$ cat config.mk
export PLATFORM = sky130hd
export DESIGN_NAME = tagring_slave
export DESIGN_NICKNAME = d
export VERILOG_FILES = /design/src/rtl/tagring_pkg.sv /design/src/rtl/tagring_classify.sv /design/src/rtl/tagring_fifo.sv /design/src/rtl/tagring_exec.sv /design/src/rtl/tagring_slave.sv
export SDC_FILE = /design/constraint.sdc
export NUM_CORES = 1
export LEC_CHECK = 0
export CAP_MARGIN = 25
export CELL_PAD_IN_SITES_DETAIL_PLACEMENT = 0
export CELL_PAD_IN_SITES_GLOBAL_PLACEMENT = 1
export CORE_MARGIN = 2
export CORE_UTILIZATION = 44
export DETAILED_ROUTE_END_ITERATION = 6
export PLACE_DENSITY_LB_ADDON = 0.1
export SYNTH_ARGS = -nofsm -noshare
export SYNTH_HDL_FRONTEND = slang
export SYNTH_HIERARCHICAL = 1
export SYNTH_SLANG_ARGS = --single-unit
$ cat constraint.sdc
create_clock -name clk_i -period 3.2 [get_ports clk_i]
set_clock_uncertainty 0.1 [all_clocks]
set_input_delay 0.32 -clock clk_i [delete_from_list [all_inputs] [get_ports clk_i]]
set_output_delay 0.32 -clock clk_i [all_outputs]
set_load 0.01 [all_outputs]
$ cat src/rtl/tagring_pkg.sv
package tagring_pkg;
  localparam int TAG_W  = 64;
  localparam int ADDR_W = 11;
  localparam int IDENT_W = 12;
  localparam int NODE_W = 7;
  localparam int CHK_W  = 7;

  typedef enum logic [1:0] {
    CLS_FREE  = 2'b00,
    CLS_SCHED = 2'b01,
    CLS_VALID = 2'b10,
    CLS_RSV   = 2'b11
  } tag_cls_e;

  typedef enum logic [1:0] {
    TYP_CMD      = 2'b00,
    TYP_BCAST    = 2'b01,
    TYP_DIRECT   = 2'b10,
    TYP_TO_SCHED = 2'b11
  } tag_typ_e;

  localparam logic [2:0] OP_FLUSH  = 3'b100;
  localparam logic [2:0] OP_SELECT = 3'b000;

  typedef struct packed {
    tag_cls_e             cls;
    tag_typ_e             typ;
    logic [2:0]           op;
    logic                 first_f;
    logic                 frc_f;
    logic                 done_f;
    logic [ADDR_W-1:0]    buf_addr;
    logic [IDENT_W-1:0]   ident;
    logic [6:0]           dcnt;
    logic [NODE_W-1:0]    src_id;
    logic [6:0]           info;
    logic [2:0]           rsv;
    logic [CHK_W-1:0]     chk;
  } tag_t;

  function automatic logic [CHK_W-1:0] chk_calc(input tag_t t);
    logic [TAG_W-1:0] v;
    logic [CHK_W-1:0] c;
    v = t;
    c = '0;
    for (int i = CHK_W; i < TAG_W; i++) c[(i-CHK_W)%CHK_W] ^= v[i];
    return c;
  endfunction
endpackage

$ cat src/rtl/tagring_classify.sv
module tagring_classify
  import tagring_pkg::*;
(
  input  tag_t              tag_i,
  input  logic [NODE_W-1:0] node_id_i,
  input  logic              fifo_full_i,
  input  logic              dma_busy_i,
  input  logic              msg_req_i,
  input  logic [2:0]        msg_op_i,
  input  logic [6:0]        msg_info_i,
  output tag_t              fwd_o,
  output logic              push_o,
  output logic              ins_o
);
  tag_t t;

  always_comb begin
    t      = tag_i;
    push_o = 1'b0;
    ins_o  = 1'b0;
    unique case (tag_i.cls)
      CLS_FREE: begin
        if (msg_req_i) begin
          ins_o    = 1'b1;
          t        = '0;
          t.cls    = CLS_SCHED;
          t.typ    = TYP_TO_SCHED;
          t.op     = msg_op_i;
          t.info   = msg_info_i;
          t.src_id = node_id_i;
          t.chk    = chk_calc(t);
        end
      end
      CLS_VALID: begin
        unique case (tag_i.typ)
          TYP_CMD: begin
            if (!fifo_full_i && !dma_busy_i) begin
              push_o = 1'b1;
              t.dcnt = tag_i.dcnt + 7'd1;
              t.chk  = chk_calc(t);
            end
          end
          TYP_BCAST:  push_o = !fifo_full_i;
          TYP_DIRECT: push_o = !fifo_full_i && (tag_i.ident[NODE_W-1:0] == node_id_i);
          default: ;
        endcase
      end
      default: ;
    endcase
    fwd_o = t;
  end
endmodule

$ cat src/rtl/tagring_fifo.sv
module tagring_fifo #(
  parameter int W     = 64,
  parameter int DEPTH = 4
) (
  input  logic         clk_i,
  input  logic         rst_ni,
  input  logic         push_i,
  input  logic [W-1:0] data_i,
  input  logic         pop_i,
  output logic [W-1:0] head_o,
  output logic         empty_o,
  output logic         full_o
);
  localparam int AW = (DEPTH > 1) ? $clog2(DEPTH) : 1;
  localparam int CW = $clog2(DEPTH + 1);

  logic [W-1:0]  mem_q [DEPTH];
  logic [AW-1:0] wp_q, rp_q;
  logic [CW-1:0] cnt_q;
  logic          do_push, do_pop;

  assign empty_o = (cnt_q == '0);
  assign full_o  = (cnt_q == CW'(DEPTH));
  assign head_o  = mem_q[rp_q];
  assign do_push = push_i && !full_o;
  assign do_pop  = pop_i && !empty_o;

  always_ff @(posedge clk_i) begin
    if (do_push) mem_q[wp_q] <= data_i;
  end

  always_ff @(posedge clk_i or negedge rst_ni) begin
    if (!rst_ni) begin
      wp_q  <= '0;
      rp_q  <= '0;
      cnt_q <= '0;
    end else begin
      if (do_push) wp_q <= (wp_q == AW'(DEPTH-1)) ? '0 : wp_q + AW'(1);
      if (do_pop)  rp_q <= (rp_q == AW'(DEPTH-1)) ? '0 : rp_q + AW'(1);
      cnt_q <= cnt_q + CW'(do_push) - CW'(do_pop);
    end
  end
endmodule

$ cat src/rtl/tagring_exec.sv
module tagring_exec
  import tagring_pkg::*;
(
  input  logic               clk_i,
  input  logic               rst_ni,
  input  tag_t               head_i,
  input  logic               empty_i,
  output logic               pop_o,
  output logic               dma_vld_o,
  input  logic               dma_rdy_i,
  output logic [ADDR_W-1:0]  dma_src_o,
  output logic [IDENT_W-1:0] dma_dst_o,
  output logic               flush_o,
  output logic               sel_o,
  output logic [6:0]         mode_o
);
  // a held descriptor blocks the queue until taken
  assign pop_o = !empty_i && (!dma_vld_o || dma_rdy_i);

  always_ff @(posedge clk_i or negedge rst_ni) begin
    if (!rst_ni) begin
      dma_vld_o <= 1'b0;
      dma_src_o <= '0;
      dma_dst_o <= '0;
      flush_o   <= 1'b0;
      sel_o     <= 1'b0;
      mode_o    <= '0;
    end else begin
      flush_o <= 1'b0;
      sel_o   <= 1'b0;
      if (dma_vld_o && dma_rdy_i) dma_vld_o <= 1'b0;
      if (pop_o) begin
        unique case (head_i.typ)
          TYP_CMD: begin
            dma_vld_o <= 1'b1;
            dma_src_o <= head_i.buf_addr;
            dma_dst_o <= head_i.ident;
          end
          TYP_BCAST: flush_o <= (head_i.op == OP_FLUSH);
          TYP_DIRECT: begin
            if (head_i.op == OP_FLUSH) flush_o <= 1'b1;
            if (head_i.op == OP_SELECT) begin
              sel_o  <= 1'b1;
              mode_o <= head_i.info;
            end
          end
          default: ;
        endcase
      end
    end
  end
endmodule

$ cat src/rtl/tagring_slave.sv
module tagring_slave
  import tagring_pkg::*;
#(
  parameter int FIFO_DEPTH = 4
) (
  input  logic         clk_i,
  input  logic         rst_ni,
  input  logic [6:0]   node_id_i,
  input  logic         tag_vld_i,
  input  logic [63:0]  tag_i,
  output logic         out_vld_o,
  output logic [63:0]  out_tag_o,
  input  logic         msg_req_i,
  input  logic [2:0]   msg_op_i,
  input  logic [6:0]   msg_info_i,
  output logic         msg_ack_o,
  input  logic         dma_busy_i,
  output logic         dma_vld_o,
  input  logic         dma_rdy_i,
  output logic [10:0]  dma_src_o,
  output logic [11:0]  dma_dst_o,
  output logic         flush_o,
  output logic         sel_o,
  output logic [6:0]   mode_o
);
  tag_t in_tag, fwd_tag, head_tag;
  logic push, ins, fifo_full, fifo_empty, pop;
  logic [TAG_W-1:0] head_raw;

  assign in_tag   = tag_t'(tag_i);
  assign head_tag = tag_t'(head_raw);

  tagring_classify i_classify (
    .tag_i       (in_tag),
    .node_id_i   (node_id_i),
    .fifo_full_i (fifo_full),
    .dma_busy_i  (dma_busy_i),
    .msg_req_i   (msg_req_i),
    .msg_op_i    (msg_op_i),
    .msg_info_i  (msg_info_i),
    .fwd_o       (fwd_tag),
    .push_o      (push),
    .ins_o       (ins)
  );

  tagring_fifo #(.W(TAG_W), .DEPTH(FIFO_DEPTH)) i_fifo (
    .clk_i   (clk_i),
    .rst_ni  (rst_ni),
    .push_i  (tag_vld_i && push),
    .data_i  (tag_i),
    .pop_i   (pop),
    .head_o  (head_raw),
    .empty_o (fifo_empty),
    .full_o  (fifo_full)
  );

  tagring_exec i_exec (
    .clk_i     (clk_i),
    .rst_ni    (rst_ni),
    .head_i    (head_tag),
    .empty_i   (fifo_empty),
    .pop_o     (pop),
    .dma_vld_o (dma_vld_o),
    .dma_rdy_i (dma_rdy_i),
    .dma_src_o (dma_src_o),
    .dma_dst_o (dma_dst_o),
    .flush_o   (flush_o),
    .sel_o     (sel_o),
    .mode_o    (mode_o)
  );

  // bypass register: one-cycle forward
  always_ff @(posedge clk_i or negedge rst_ni) begin
    if (!rst_ni) begin
      out_vld_o <= 1'b0;
      out_tag_o <= '0;
      msg_ack_o <= 1'b0;
    end else begin
      out_vld_o <= tag_vld_i;
      msg_ack_o <= tag_vld_i && ins;
      if (tag_vld_i) out_tag_o <= fwd_tag;
    end
  end
endmodule

# == Yosys cells after proc, flatten, opt, wreduce, memory -nomap -nowiden ==
# Memory sizes are Yosys's and may differ from the RTL's.
# Cells that the tools add are included.
# word_totals
word_cells,138
mem_count,1
register_bits,106
out_inout_bits,99
mem_bits_rw,256
input_bits,87
# classes
n_reduce_logical,20
mux,27
n_bitwise,63
eq_ne,10
add_sub_neg,5
# mem_list
memory,depth,width,read_ports,rd_clocked_by_memory_dff,wr,line,source
i_fifo.mem_q,4,64,1,0,1,tagring_fifo.sv:17,logic [W-1:0] mem_q [DEPTH];
# op_table
op,n
$mux 64,1
$xor 1x1->1,60
$mux 33,1
$mux 7,4
$pmux 7 s2,2
$mux 17,1
$mux 1,14
$eq 2x2->1 const B,5
$logic_and 1x1->1,8
$add 7x1->7 const B,1
$eq 7x7->1,1
$eq 3x3->1 const B,2
$logic_not 2->1,3
$logic_not 3->1,2
$add 2x1->2 const B,2
$eq 2x1->1 const B,2
$logic_not 1->1,4
$mux 2,2
$add 3x1->3,1
$not 1->1,3
$pmux 1 s3,1
$reduce_and 3->1,1
$sub 3x1->3,1
$pmux 1 s2,1
other kinds (2),2

# == Logic depth before layout (Yosys ltp) ==
# depth
depth_word,11
mapped_depth,13
depth_no_buf,13

# == Hierarchy ==
# Netlist, hierarchy kept.
# by_module_without_submodules
mod,area_each_um2,cells_per_inst,n_inst,seq_area_each_um2
tagring_fifo,9666.8,373,1,7862.5
tagring_slave,2593.7,139,1,1651.6
tagring_classify,1440.1,213,1,0.0
tagring_exec,1277.5,77,1,825.8

# == Least setup slack after synthesis ==
# No wires, ideal clock.
# synth_path
path_type,input port to flip-flop
start,in tag_i[31]
end,mem i_fifo.mem_q[1][0] (enable)
n_path_buf,0
setup_time_ns,0.429
t_arrival_ns,3.037
setup_slack_ns,-0.366
t_required_ns,2.671
path_stages,7
cell_sequence,xor2_1 > nor4_1 > a31oi_1 > nor4b_1 > and2_1 > nor2b_1 > and2_1
# synth_via
elab_chain_cells,8
# synth_lines
item,line,source
"start, declared",tagring_slave.sv:10,"input logic [63:0] tag_i,"
$eq 7x7->1,tagring_classify.sv:44,TYP_DIRECT: push_o = !fifo_full_i && (tag_i.ident[NODE_W-1:0] == node_id_i);
$logic_and 1x1->1,tagring_classify.sv:44,
$pmux 1 s3,tagring_classify.sv:35,unique case (tag_i.typ)
$mux 1,tagring_classify.sv:21,unique case (tag_i.cls)
named net push,tagring_slave.sv:27,"logic push, ins, fifo_full, fifo_empty, pop;"
$logic_and 1x1->1,tagring_slave.sv:49,".push_i (tag_vld_i && push),"
$logic_and 1x1->1,tagring_fifo.sv:25,assign do_push = push_i && !full_o;
$mux 1,tagring_fifo.sv:29,if (do_push) mem_q[wp_q] <= data_i;
$mux 1 (not written as such),tagring_fifo.sv:29,
"end, declared",tagring_fifo.sv:17,
# The timed path passes the listed nets, and every way through them passes these cells.

# == Final worst setup path ==
# layout_path
start,in tag_i[33]
end,reg i_fifo.cnt_q[2]
# layout_via
elab_chain_cells,8
# layout_lines
item,line,source
$eq 7x7->1,tagring_classify.sv:44,
$logic_and 1x1->1,tagring_classify.sv:44,
$pmux 1 s3,tagring_classify.sv:35,
$mux 1,tagring_classify.sv:21,
named net push,tagring_slave.sv:27,
$logic_and 1x1->1,tagring_slave.sv:49,
$logic_and 1x1->1,tagring_fifo.sv:25,
$add 3x1->3,tagring_fifo.sv:40,cnt_q <= cnt_q + CW'(do_push) - CW'(do_pop);
$sub 3x1->3,tagring_fifo.sv:40,
"end signal, assigned",tagring_fifo.sv:40,
"end, declared",tagring_fifo.sv:19,logic [CW-1:0] cnt_q;
# The timed path passes the listed nets, and every way through them passes these cells.
# A chain may end at the register's enable or synchronous reset.

==> impl_metrics.ini <==
[run_status]
status = finished, final reports clean

[placed_design]
place_hpwl_mm = 18.5
dpl_cell_area_mm2 = 0.0133
port_buffers = 185
place_inst = 1176
gp_congestion = 0.802

[clocking]
clk_pin_slew_worst_paths_ns = 0.06
clock_path_buffers = 3
root_buffer = clkbuf_16
clkLatencyLatePin_ns = 0.52
clkSinkCount = 246
htree_num_levels = 1
cts_tree = done
numCtsBuffers = 27

[sta]
final.min_clock_period_ns = 2.99
fmax_ghz = 0.334
max_slew_margin_pct = 44.6
timing.final.crit_share_pct = 93.5
hold_slack_ns = 0.133
setup_viol = 0
slew_viol_final = 0
worstMarginPinSlew_ns = 0.831
grt_setup_unrepaired = no
hold_viol = 0

[critical_path]
crit_arrival_ns = 3.30
crit_fanout = 7
crit_type = primary input to register
critPathCaptureType = register
cp-start-kind = primary input
cp.required_ns = 3.50

[final_layout]
area_delta_synth_final_pct = 31.6
final_util_pct = 58.9
fin_nets = 981
final_layout_size_suffix_gt1_share_pct = 26.9
layout.cells.non_filler = 1227
antenna_cells = 0
stdcell_area_mm2 = 0.0143

[synth]
postSynthAreaPerCell_um2 = 16.5
synth_cells = 657
yosys_warnings = 6
syn-num-nets = 755
syn_area_mm2 = 0.0108

[floorplan]
chipWidth_um = 161
design.die.area_mm2 = 0.0259
num_rows = 57
initial_core_util_pct = 44.7
fp.coreArea_mm2 = 0.0242
die_h_um = 161
num_io_pins = 186

[grt]
grt-ovfl-total = 0
grt_start_max_net_pins = 57
first_global_vias = 6845
grt.total_usage_pct = 20.6
grt_pass1_wl_mm = 40.7
antenna_found_initial = 0

[power]
leakage_nw = 5.57
p_per_area_mw_per_mm2 = 703
vdd_drop_max_v = 0.000418

[routing]
vias = 6280
post_drt_wl_per_cell_um = 21.4
first_iter_violations = 446
drc = 0
wirelength_mm = 26.3
vias_per_cell = 5.12
firstDrtPassIters = 4
drtAntennaViolNets = 0

[hold_path]
hold_class = primary input to register

[run]
drv_cap = 0
through the flow:
stage               power (mW)  TNS [ns]  setup WS (ns)
finish                    10.0         0          0.208
floorplan                 5.81         0          0.277
global route              10.5         0         0.0462
detailed placement        7.04    -20.69         -0.693
global placement          6.98    -20.51         -0.654
CTS                       10.2         0         0.0565
power by group:
group	switching [mW]	total, mW	internal, mW
registers	0.282	4.05	3.76
clock network	1.23	3.08	1.85
logic	1.19	2.91	1.72
total	2.71	10.0	7.32
state kept, by name, indices dropped and copies added (netlist names):
signal,flops
i_fifo/mem_q,140
out_tag_o,64
i_exec/dma_dst_o,12
i_exec/dma_src_o,11
i_exec/mode_o,7
i_fifo/cnt_q,3
i_fifo/rp_q,2
i_fifo/wp_q,2
i_exec/dma_vld_o,1
i_exec/flush_o,1
i_exec/sel_o,1
msg_ack_o,1
out_vld_o,1
final timing paths:
path                                            start                         endpoint  slack, ns  cells past startpoint
setup / recovery                            tag_i[33]        i_fifo/cnt_q[2]$_DFF_PN0_       0.21                     16
hold / removal                              tag_vld_i       i_fifo/wp_q[1]$_DFFE_PN0P_       0.13                      4
setup reg to reg           i_fifo/rp_q[0]$_DFFE_PN0P_     i_exec/mode_o[6]$_DFFE_PN0P_       0.35                      6
hold reg to reg             out_tag_o[18]$_DFFE_PN0P_        out_tag_o[18]$_DFFE_PN0P_       0.41                      1
max in group asynchronous                      rst_ni       i_fifo/wp_q[0]$_DFFE_PN0P_       1.94                      3
min in group asynchronous                      rst_ni  i_exec/dma_src_o[9]$_DFFE_PN0P_       0.28                      2
critical path, cell delays in order:
cell and delay, ns:
clkdlybuf4s50_1 0.40, buf_4 0.17, xor2_1 0.17, nor4_2 0.17
buf_4 0.17, a31oi_1 0.09, nor4b_2 0.27, and2_1 0.19
nor2b_4 0.16, inv_1 0.05, ha_1 0.26, inv_1 0.04
ha_1 0.19, fa_2 0.36, xor2_1 0.18, xnor2_1 0.13
what timing repair did:
item,4_1_cts,5_1_grt
pin swaps,0,4
hold buffers,1,0
hold endpoints to repair,50,0
endpoints found under the setup margin,1,1
setup buffers,0,1
gates resized for setup,4,10
cell usage in the layout, fill, tap and decap left out, types with 31 or more instances in the layout:
cell type,n
and2_1,31
buf_4,39
clkdlybuf4s50_1,175
dfrtp_1,104
edfxtp_1,140
mux2_2,59
mux2_4,38
mux4_2,35
nand2_1,60
xnor2_1,38
routing by layer:
layer	part of all wire, %	global-route usage, %	vias to the layer above
met2	48	33.3	203
met5	0	0	-
met4	1.9	5.19	0
met3	7.4	4.96	32
met1	43	28.4	3198
li1	-	-	2847
final cells by class:
type,count,area (um2)
Clock inverter,14,159
Inverter,12,45.0
Clock buffer,35,726
Tap cell,324,405
Fill cell,1897,9980
Sequential cell,246,6860
Multi-Input combinational cell,364,3750
Timing Repair Buffer,232,2320
Power figures use the tool's default switching activity.
